===== config.mk =====
export PLATFORM = sky130hd
export DESIGN_NAME = pin_remap_top
export DESIGN_NICKNAME = d
export VERILOG_FILES = /design/src/rtl/pin_remap_pkg.sv /design/src/rtl/remap_sel_bank.sv /design/src/rtl/remap_cmp.sv /design/src/rtl/remap_out_mux.sv /design/src/rtl/pin_remap_top.sv
export SDC_FILE = /design/constraint.sdc
export NUM_CORES = 1
export LEC_CHECK = 0
export BUFFER_PORTS_ARGS = -buffer_cell sky130_fd_sc_hd__buf_2
export CELL_PAD_IN_SITES_DETAIL_PLACEMENT = 1
export CELL_PAD_IN_SITES_GLOBAL_PLACEMENT = 1
export CORE_MARGIN = 4
export CORE_UTILIZATION = 43
export DETAILED_ROUTE_END_ITERATION = 7
export PLACE_DENSITY = 0.8
export SYNTH_ARGS = -nofsm -noshare
export SYNTH_HDL_FRONTEND = slang
export SYNTH_SLANG_ARGS = --single-unit

===== constraint.sdc =====
create_clock -name clk_i -period 1.75 [get_ports clk_i]
set_clock_uncertainty 0.2 [all_clocks]
set_input_delay 0.175 -clock clk_i [delete_from_list [all_inputs] [get_ports clk_i]]
set_output_delay 0.175 -clock clk_i [all_outputs]
set_load 0.05 [all_outputs]

===== src/rtl/pin_remap_pkg.sv =====
package pin_remap_pkg;
  localparam int unsigned SEL_W = 5;
  typedef logic [SEL_W-1:0] sel_t;

  localparam sel_t SEL_LATCH = 5'b00000;
  localparam sel_t SEL_U_TX  = 5'b00011;
  localparam sel_t SEL_U_RTS = 5'b00100;
  localparam sel_t SEL_SDO   = 5'b00111;
  localparam sel_t SEL_SCK   = 5'b01000;
  localparam sel_t SEL_SS    = 5'b01001;
  localparam sel_t SEL_OC1   = 5'b10010;
  localparam sel_t SEL_OC2   = 5'b10011;

  typedef struct packed {
    logic oc2;
    logic oc1;
    logic ss;
    logic sck;
    logic sdo;
    logic rts;
    logic tx;
  } periph_t;
endpackage


===== src/rtl/remap_sel_bank.sv =====
module remap_sel_bank
  import pin_remap_pkg::*;
#(
  parameter int unsigned NUM_PINS = 8,
  parameter int unsigned ADDR_W   = (NUM_PINS > 1) ? $clog2(NUM_PINS) : 1,
  parameter int unsigned BIT_W    = $clog2(SEL_W)
) (
  input  logic              clk_i,
  input  logic              rst_ni,
  input  logic              wr_en_i,
  input  logic              wr_permit_i,
  input  logic [ADDR_W-1:0] wr_addr_i,
  input  sel_t              wr_data_i,
  input  logic              inj_en_i,
  input  logic [ADDR_W-1:0] inj_addr_i,
  input  logic [BIT_W-1:0]  inj_bit_i,
  output sel_t              live_o   [NUM_PINS],
  output sel_t              shadow_o [NUM_PINS]
);
  // out-of-range bit index shifts the one out and yields an empty mask
  sel_t flip_mask;
  assign flip_mask = sel_t'(1) << inj_bit_i;

  for (genvar p = 0; p < NUM_PINS; p++) begin : g_pin
    logic wr_hit, inj_hit;
    sel_t live_q, shadow_q, mask;

    assign wr_hit  = wr_en_i && wr_permit_i && (wr_addr_i == ADDR_W'(p));
    assign inj_hit = inj_en_i && (inj_addr_i == ADDR_W'(p));
    assign mask    = inj_hit ? flip_mask : '0;

    always_ff @(posedge clk_i or negedge rst_ni) begin
      if (!rst_ni) begin
        live_q   <= SEL_LATCH;
        shadow_q <= SEL_LATCH;
      end else if (wr_hit) begin
        live_q   <= wr_data_i ^ mask;
        shadow_q <= wr_data_i;
      end else begin
        live_q   <= live_q ^ mask;
      end
    end

    assign live_o[p]   = live_q;
    assign shadow_o[p] = shadow_q;
  end
endmodule


===== src/rtl/remap_cmp.sv =====
module remap_cmp
  import pin_remap_pkg::*;
#(
  parameter int unsigned NUM_PINS = 8
) (
  input  logic clk_i,
  input  logic rst_ni,
  input  sel_t live_i   [NUM_PINS],
  input  sel_t shadow_i [NUM_PINS],
  output logic mismatch_o
);
  logic [NUM_PINS-1:0] diff;
  logic                flag_q;

  for (genvar p = 0; p < NUM_PINS; p++) begin : g_cmp
    assign diff[p] = (live_i[p] != shadow_i[p]);
  end

  always_ff @(posedge clk_i or negedge rst_ni) begin
    if (!rst_ni)     flag_q <= 1'b0;
    else if (|diff)  flag_q <= 1'b1;
  end

  assign mismatch_o = flag_q;
endmodule


===== src/rtl/remap_out_mux.sv =====
module remap_out_mux
  import pin_remap_pkg::*;
#(
  parameter int unsigned NUM_PINS = 8
) (
  input  sel_t                sel_i [NUM_PINS],
  input  logic [NUM_PINS-1:0] latch_i,
  input  periph_t             src_i,
  output logic [NUM_PINS-1:0] pin_o
);
  for (genvar p = 0; p < NUM_PINS; p++) begin : g_mux
    always_comb begin
      unique case (sel_i[p])
        SEL_U_TX:  pin_o[p] = src_i.tx;
        SEL_U_RTS: pin_o[p] = src_i.rts;
        SEL_SDO:   pin_o[p] = src_i.sdo;
        SEL_SCK:   pin_o[p] = src_i.sck;
        SEL_SS:    pin_o[p] = src_i.ss;
        SEL_OC1:   pin_o[p] = src_i.oc1;
        SEL_OC2:   pin_o[p] = src_i.oc2;
        default:   pin_o[p] = latch_i[p];
      endcase
    end
  end
endmodule


===== src/rtl/pin_remap_top.sv =====
module pin_remap_top
  import pin_remap_pkg::*;
#(
  parameter int unsigned NUM_PINS = 8,
  parameter int unsigned ADDR_W   = (NUM_PINS > 1) ? $clog2(NUM_PINS) : 1,
  parameter int unsigned BIT_W    = $clog2(SEL_W)
) (
  input  logic                clk_i,
  input  logic                rst_ni,
  input  logic                wr_en_i,
  input  logic                wr_permit_i,
  input  logic [ADDR_W-1:0]   wr_addr_i,
  input  logic [SEL_W-1:0]    wr_data_i,
  input  logic                inj_en_i,
  input  logic [ADDR_W-1:0]   inj_addr_i,
  input  logic [BIT_W-1:0]    inj_bit_i,
  input  logic [NUM_PINS-1:0] port_latch_i,
  input  logic                uart_tx_i,
  input  logic                uart_rts_i,
  input  logic                spi_sdo_i,
  input  logic                spi_sck_i,
  input  logic                spi_ss_i,
  input  logic                oc1_i,
  input  logic                oc2_i,
  output logic [NUM_PINS-1:0] pin_o,
  output logic                mismatch_rst_o
);
  sel_t    live   [NUM_PINS];
  sel_t    shadow [NUM_PINS];
  periph_t src;
  logic [NUM_PINS*SEL_W-1:0] live_flat;

  assign src = '{oc2: oc2_i, oc1: oc1_i, ss: spi_ss_i, sck: spi_sck_i,
                 sdo: spi_sdo_i, rts: uart_rts_i, tx: uart_tx_i};

  for (genvar p = 0; p < NUM_PINS; p++) begin : g_flat
    assign live_flat[p*SEL_W +: SEL_W] = live[p];
  end

  remap_sel_bank #(
    .NUM_PINS(NUM_PINS), .ADDR_W(ADDR_W), .BIT_W(BIT_W)
  ) i_bank (
    .clk_i       (clk_i),
    .rst_ni      (rst_ni),
    .wr_en_i     (wr_en_i),
    .wr_permit_i (wr_permit_i),
    .wr_addr_i   (wr_addr_i),
    .wr_data_i   (wr_data_i),
    .inj_en_i    (inj_en_i),
    .inj_addr_i  (inj_addr_i),
    .inj_bit_i   (inj_bit_i),
    .live_o      (live),
    .shadow_o    (shadow)
  );

  remap_cmp #(.NUM_PINS(NUM_PINS)) i_cmp (
    .clk_i      (clk_i),
    .rst_ni     (rst_ni),
    .live_i     (live),
    .shadow_i   (shadow),
    .mismatch_o (mismatch_rst_o)
  );

  remap_out_mux #(.NUM_PINS(NUM_PINS)) i_mux (
    .sel_i   (live),
    .latch_i (port_latch_i),
    .src_i   (src),
    .pin_o   (pin_o)
  );
endmodule


---- Yosys cells after proc, flatten, opt, wreduce, memory -nomap -nowiden ----
Index checks and enable logic that the tools add are counted.
W data, S select, Z words.
storage, ports and cells
  register bits after elaboration ......... 81
  bits of input ports ..................... 34
  output and inout port bits .............. 9
  word-level logic and storage cells ...... 156
operators by class
  equal/unequal tests ..................... 78
  shift operators ......................... 1
  mux-type cells .......................... 24
  bitwise logic cells ..................... 16
  reductions and logical operators ........ 20
operators by type and width
  cell                   count
  $eq A5 B3 Y1 const B   16
  $eq A5 B4 Y1 const B   16
  $eq A5 B5 Y1 const B   16
  $mux W5                16
  $xor A5 B5 Y5          16
  $pmux W1 S7            8
  $eq A5 B2 Y1 const B   8
  $ne A5 B5 Y1           8
  $eq A3 B3 Y1 const B   8
  $logic_and A1 B1 Y1    17
  $eq A3 B2 Y1 const B   4
  $reduce_or A8 Y1       1
  $eq A3 B1 Y1 const B   2
  $logic_not A3 Y1       2
  $shl A1 B3 Y5 const A  1

---- Logic depth before layout (Yosys ltp) ----
  depth in word-level cells ............... 5
  mapped depth ............................ 5
  gate-level depth less buffers ........... 4

---- Cells and area by module ----
Synthesis repeated with hierarchy kept, for this count alone.
second synthesis, totals
  cells, all modules ...................... 495
  area, all modules ....................... 5,177.5 um2
by module, submodules not included
  module          instances  cells an instance  area each (um2)
  remap_sel_bank  1          283                3,634.7
  remap_out_mux   1          156                1,078.5
  remap_cmp       1          56                 464.2

---- Worst setup path before layout ----
Ideal clock, no wire load.
  kind .................................... register to output
  start point ............................. register i_bank.g_pin[6].live_q[3]
  end point ............................... output pin_o[6]
  data arrival time ....................... 1,919 ps
  setup slack ............................. -544 ps
  cell stages (with the launch flop) ...... 6
  cell sequence ........................... dfrtp_1 > clkbuf_1 > nor4bb_1 > a31oi_1 > o31a_1 > a31oi_1
on the way
  cells in the longest elaborated chain, start to end .. 2
  elaborated cells on any way between the ends .. 8
RTL lines
  what                                  RTL line              source
  from (decl)                           remap_sel_bank.sv:26  sel_t live_q, shadow_q, mask;
  from (signal assigned)                remap_sel_bank.sv:37  live_q <= wr_data_i ^ mask;
  from (signal assigned)                remap_sel_bank.sv:40  live_q <= live_q ^ mask;
  $eq A5 B5 Y1 (tied with other cells)  remap_out_mux.sv:13   unique case (sel_i[p])
  $pmux W1 S7 (*)                       remap_out_mux.sv:13
  to (decl)                             pin_remap_top.sv:25   output logic [NUM_PINS-1:0] pin_o,
Every way passes the cells marked *; elsewhere a longest branch is shown, timed or not.

---- Worst setup path in the final report ----
  start point ............................. register i_bank.g_pin[4].live_q[1]
  end point ............................... output pin_o[4]
on the way
  cells in the longest elaborated chain, start to end .. 2
  elaborated cells on any way between the ends .. 8
RTL lines
  what                                  RTL line
  from (decl)                           remap_sel_bank.sv:26
  from (signal assigned)                remap_sel_bank.sv:37
  from (signal assigned)                remap_sel_bank.sv:40
  $eq A5 B5 Y1 (tied with other cells)  remap_out_mux.sv:13
  $pmux W1 S7 (*)                       remap_out_mux.sv:13
Marks and branches as above.

==> results.py <==
metrics = {
    "run_status": {
        "status": "complete, but fails checks",
        "violations": "setup timing",
    },
    "setup_path": {
        "cp.arrival_ns": 1.95,
        "start_kind": "flip-flop",
        "rr_startpoint": "i_bank.g_pin[2].live_q[4]$_DFF_PN0_",
        "worstReg2RegEnd": "i_cmp.mismatch_o$_DFFE_PN0P_",
        "required_ns": 1.37,
        "r2r_cells": 5,
        "path_class": "flip-flop to primary output",
        "reg2reg_slack_ns": -0.22,
        "startpoint": "i_bank.g_pin[4].live_q[1]$_DFF_PN0_",
        "crit_end": "pin_o[4]",
        "crit_fanout": 5,
        "end_kind": "primary output",
    },
    "global_route": {
        "grt_pass1_vias": 5148,
        "grt-ovfl-total": 0,
        "grt_pass1_wl_mm": 28.6,
        "grt_max_degree": 43,
        "antenna_found_initial": 0,
        "track_usage_pct": 26.2,
    },
    "yosys": {
        "netlist_instances": 518,
        "synthTopCellsByArea": "dfrtp_1 38%, xor2_1 9.9%, mux2i_1 9.8%",
        "async_flop_share_pct": 100,
        "syn_avg_cell_area_sq_um": 10.3,
        "ys_ff_latch": 81,
        "ys_seq_area_share_pct": 38.1,
        "yosys.cell_types.count": 60,
        "yosysTopAreaCell": "dfrtp_1",
        "synth_nets": 552,
        "ys.warnings.count": 0,
        "synth_top_area_share_pct": 38.1,
        "synth_edf_count": 0,
        "ys.flop_type": "dfrtp_1",
        "syn-cell-area_sq_um": 5320,
    },
    "clock_network": {
        "clock_latency_ns": 0.34,
        "cts_tree": "done",
        "clock_sinks": 81,
        "htreeDepth": 3,
        "cts_root_buf": "clkbuf_16",
        "cts.clk_slew.worst_paths_ns": 0.06,
        "clock_path_buffers": 2,
        "cts_made_buffers": 9,
    },
    "layout": {
        "syn2layout_area_growth_pct": 33.9,
        "final_cell_mix": "85 x buf_4, 70 x dfrtp_1, 57 x xor2_1, 52 x mux2i_1, 44 x mux2_2",
        "drive_above_1_share_pct": 42.1,
        "fin_nets": 665,
        "antenna_cells": 0,
        "final_cell_area_sq_um": 7130,
        "final_common_cell": "buf_4",
    },
    "pwr": {
        "peakVddDrop_mv": 0.720,
        "p_clk_share_pct": 18.9,
        "p_leak_nw": 2.94,
        "switchingPower_mw": 4.00,
        "swShare_pct": 39.4,
        "combPwrFrac_pct": 50.1,
        "power.share.sequential_pct": 30.9,
        "powerDensity_nw_per_um2": 1420,
        "intPower_mw": 6.15,
        "total_power_mw": 10.1,
    },
    "floorplan": {
        "start_util_pct": 44.1,
        "die_area_sq_um": 14200,
        "io_pins": 43,
        "core_area_sq_um": 12100,
        "num_rows": 40,
        "die_y_um": 119,
        "die_x_um": 119,
    },
    "detailed_routing": {
        "drt_iter0_markers": 260,
        "via_per_inst": 5.65,
        "drtPass1Iterations": 4,
        "drtAntennaViolNets": 0,
        "wirelength_mm": 18.7,
        "route.vias.total": 4543,
        "drc_errors": 0,
        "wire_per_inst_um": 23.2,
    },
    "timing": {
        "setup_violations": 9,
        "maxSlewViolCount": 0,
        "worst_slew_pin_slew_ns": 0.545,
        "rsz0062_at_grt": "true",
        "layout_worst_path_cycle_share_pct": 133,
        "slew_headroom_pct": 63.7,
        "clock.fmax_mhz": 429,
        "finalHoldViolCount": 0,
        "timing.final.crit_period_ns": 2.33,
        "hold_slack_ns": 0.0685,
        "fin_ws_ns": -0.579,
    },
    "job": {
        "maxCapViolCount": 0,
    },
    "place": {
        "gp_congestion": 0.836,
        "dp_hpwl_mm": 12.7,
        "place_area_sq_um": 6350,
        "port_buffers": 42,
    },
    "min_path": {
        "hp-class": "primary input to asynchronous set/reset pin",
    },
}
kinds of logic after synthesis:
group / after synthesis / share of synthesized area (%)
AND/OR/NAND/NOR: 165 / 18.7
flip-flops: 81 / 38.1
buffers and inverters: 42 / 3.64
XOR/XNOR: 80 / 13.2
AO/OA/AOI/OAI: 52 / 6.91
multiplexers: 98 / 19.5
critical path, cell delays in order, from the launching register on:
cell	delay (ns)
dfrtp_2	0.44
buf_6	0.13
nor3b_2	0.20
a21oi_2	0.06
o311ai_2	0.30
mux2_4	0.34
buf_8	0.15
worst min path at each step:
stage / from / endpoint / depth (start not counted)
6_report: rst_ni / i_bank.g_pin[3].shadow_q[1]$_DFFE_PN0N_ / 2
3_3_place_gp: rst_ni / i_bank.g_pin[3].shadow_q[3]$_DFFE_PN0N_ / 1
4_1_cts: rst_ni / i_bank.g_pin[7].shadow_q[4]$_DFFE_PN0N_ / 2
2_1_floorplan: rst_ni / i_bank.g_pin[0].live_q[0]$_DFF_PN0_ / 0
3_5_place_dp: rst_ni / i_bank.g_pin[3].live_q[3]$_DFF_PN0_ / 1
5_1_grt: rst_ni / i_bank.g_pin[3].shadow_q[1]$_DFFE_PN0N_ / 2
synth_stat cells, types with 5 or more instances:
library cell,instances
a21oi_1,12
clkbuf_1,26
nand2b_1,9
dfrtp_1,81
nor4_1,9
mux2i_1,52
xnor2_1,20
nand3b_1,8
buf_2,6
nor2_4,6
nor3b_1,9
nor4bb_1,5
mux2_2,46
nor3_1,8
or3_1,5
nor2_1,34
xor2_1,60
o21ai_0,7
nand2_1,38
layout make-up:
class,instances,area (sq um)
Clock buffer,13,250
Inverter,3,11.3
Multi-Input combinational cell,395,3460
Clock inverter,3,40.0
Tap cell,168,210
Fill cell,1258,4930
Sequential cell,81,2040
Timing Repair Buffer,141,1120
stage by stage:
step                setup TNS (ns)  std cells  setup WS, ns  utilization (%)
floorplan                    -1.02        518        -0.183                -
global placement             -1.26        773        -0.230             52.7
detailed placement           -1.91        773        -0.299             52.7
CTS                          -3.78        799        -0.557             57.7
global route                 -4.56        804        -0.616             59.1
finish                       -4.00        804        -0.579             59.1
repair_timing:
action	4_1_cts	5_1_grt
setup buffers	10	5
pin swaps	22	17
gates resized for setup	61	27
hold buffers	1	0
endpoints found under the setup margin	9	9
hold endpoints to repair	81	0
sequential cells by signal (all words and copies together), names as in the netlist:
signal                 cells
i_cmp.mismatch_o           1
i_bank.g_pin.shadow_q     40
i_bank.g_pin.live_q       40
power groups by stage:
| stage | combinational [mW] | clock (mW) | sequential [mW] |
|---|---|---|---|
| finish | 5.09 | 1.92 | 3.14 |
| global route | 5.40 | 2.02 | 3.23 |
| CTS | 4.76 | 1.92 | 3.06 |
| detailed placement | 4.19 | 0 | 3.07 |
| global placement | 3.98 | 0 | 2.99 |
| floorplan | 3.05 | 0 | 2.74 |
per-layer routing:
| metal | vias to the layer above | global-route usage [%] | part of all wire [%] |
|---|---|---|---|
| met1 | 2316 | 31.6 | 40 |
| met3 | 41 | 4.61 | 5.0 |
| met4 | 0 | 10.5 | 3.3 |
| li1 | 2054 | - | - |
| met2 | 132 | 46.1 | 52 |
| met5 | - | 0 | 0 |
No activity file was read; power rests on OpenSTA's default activity.
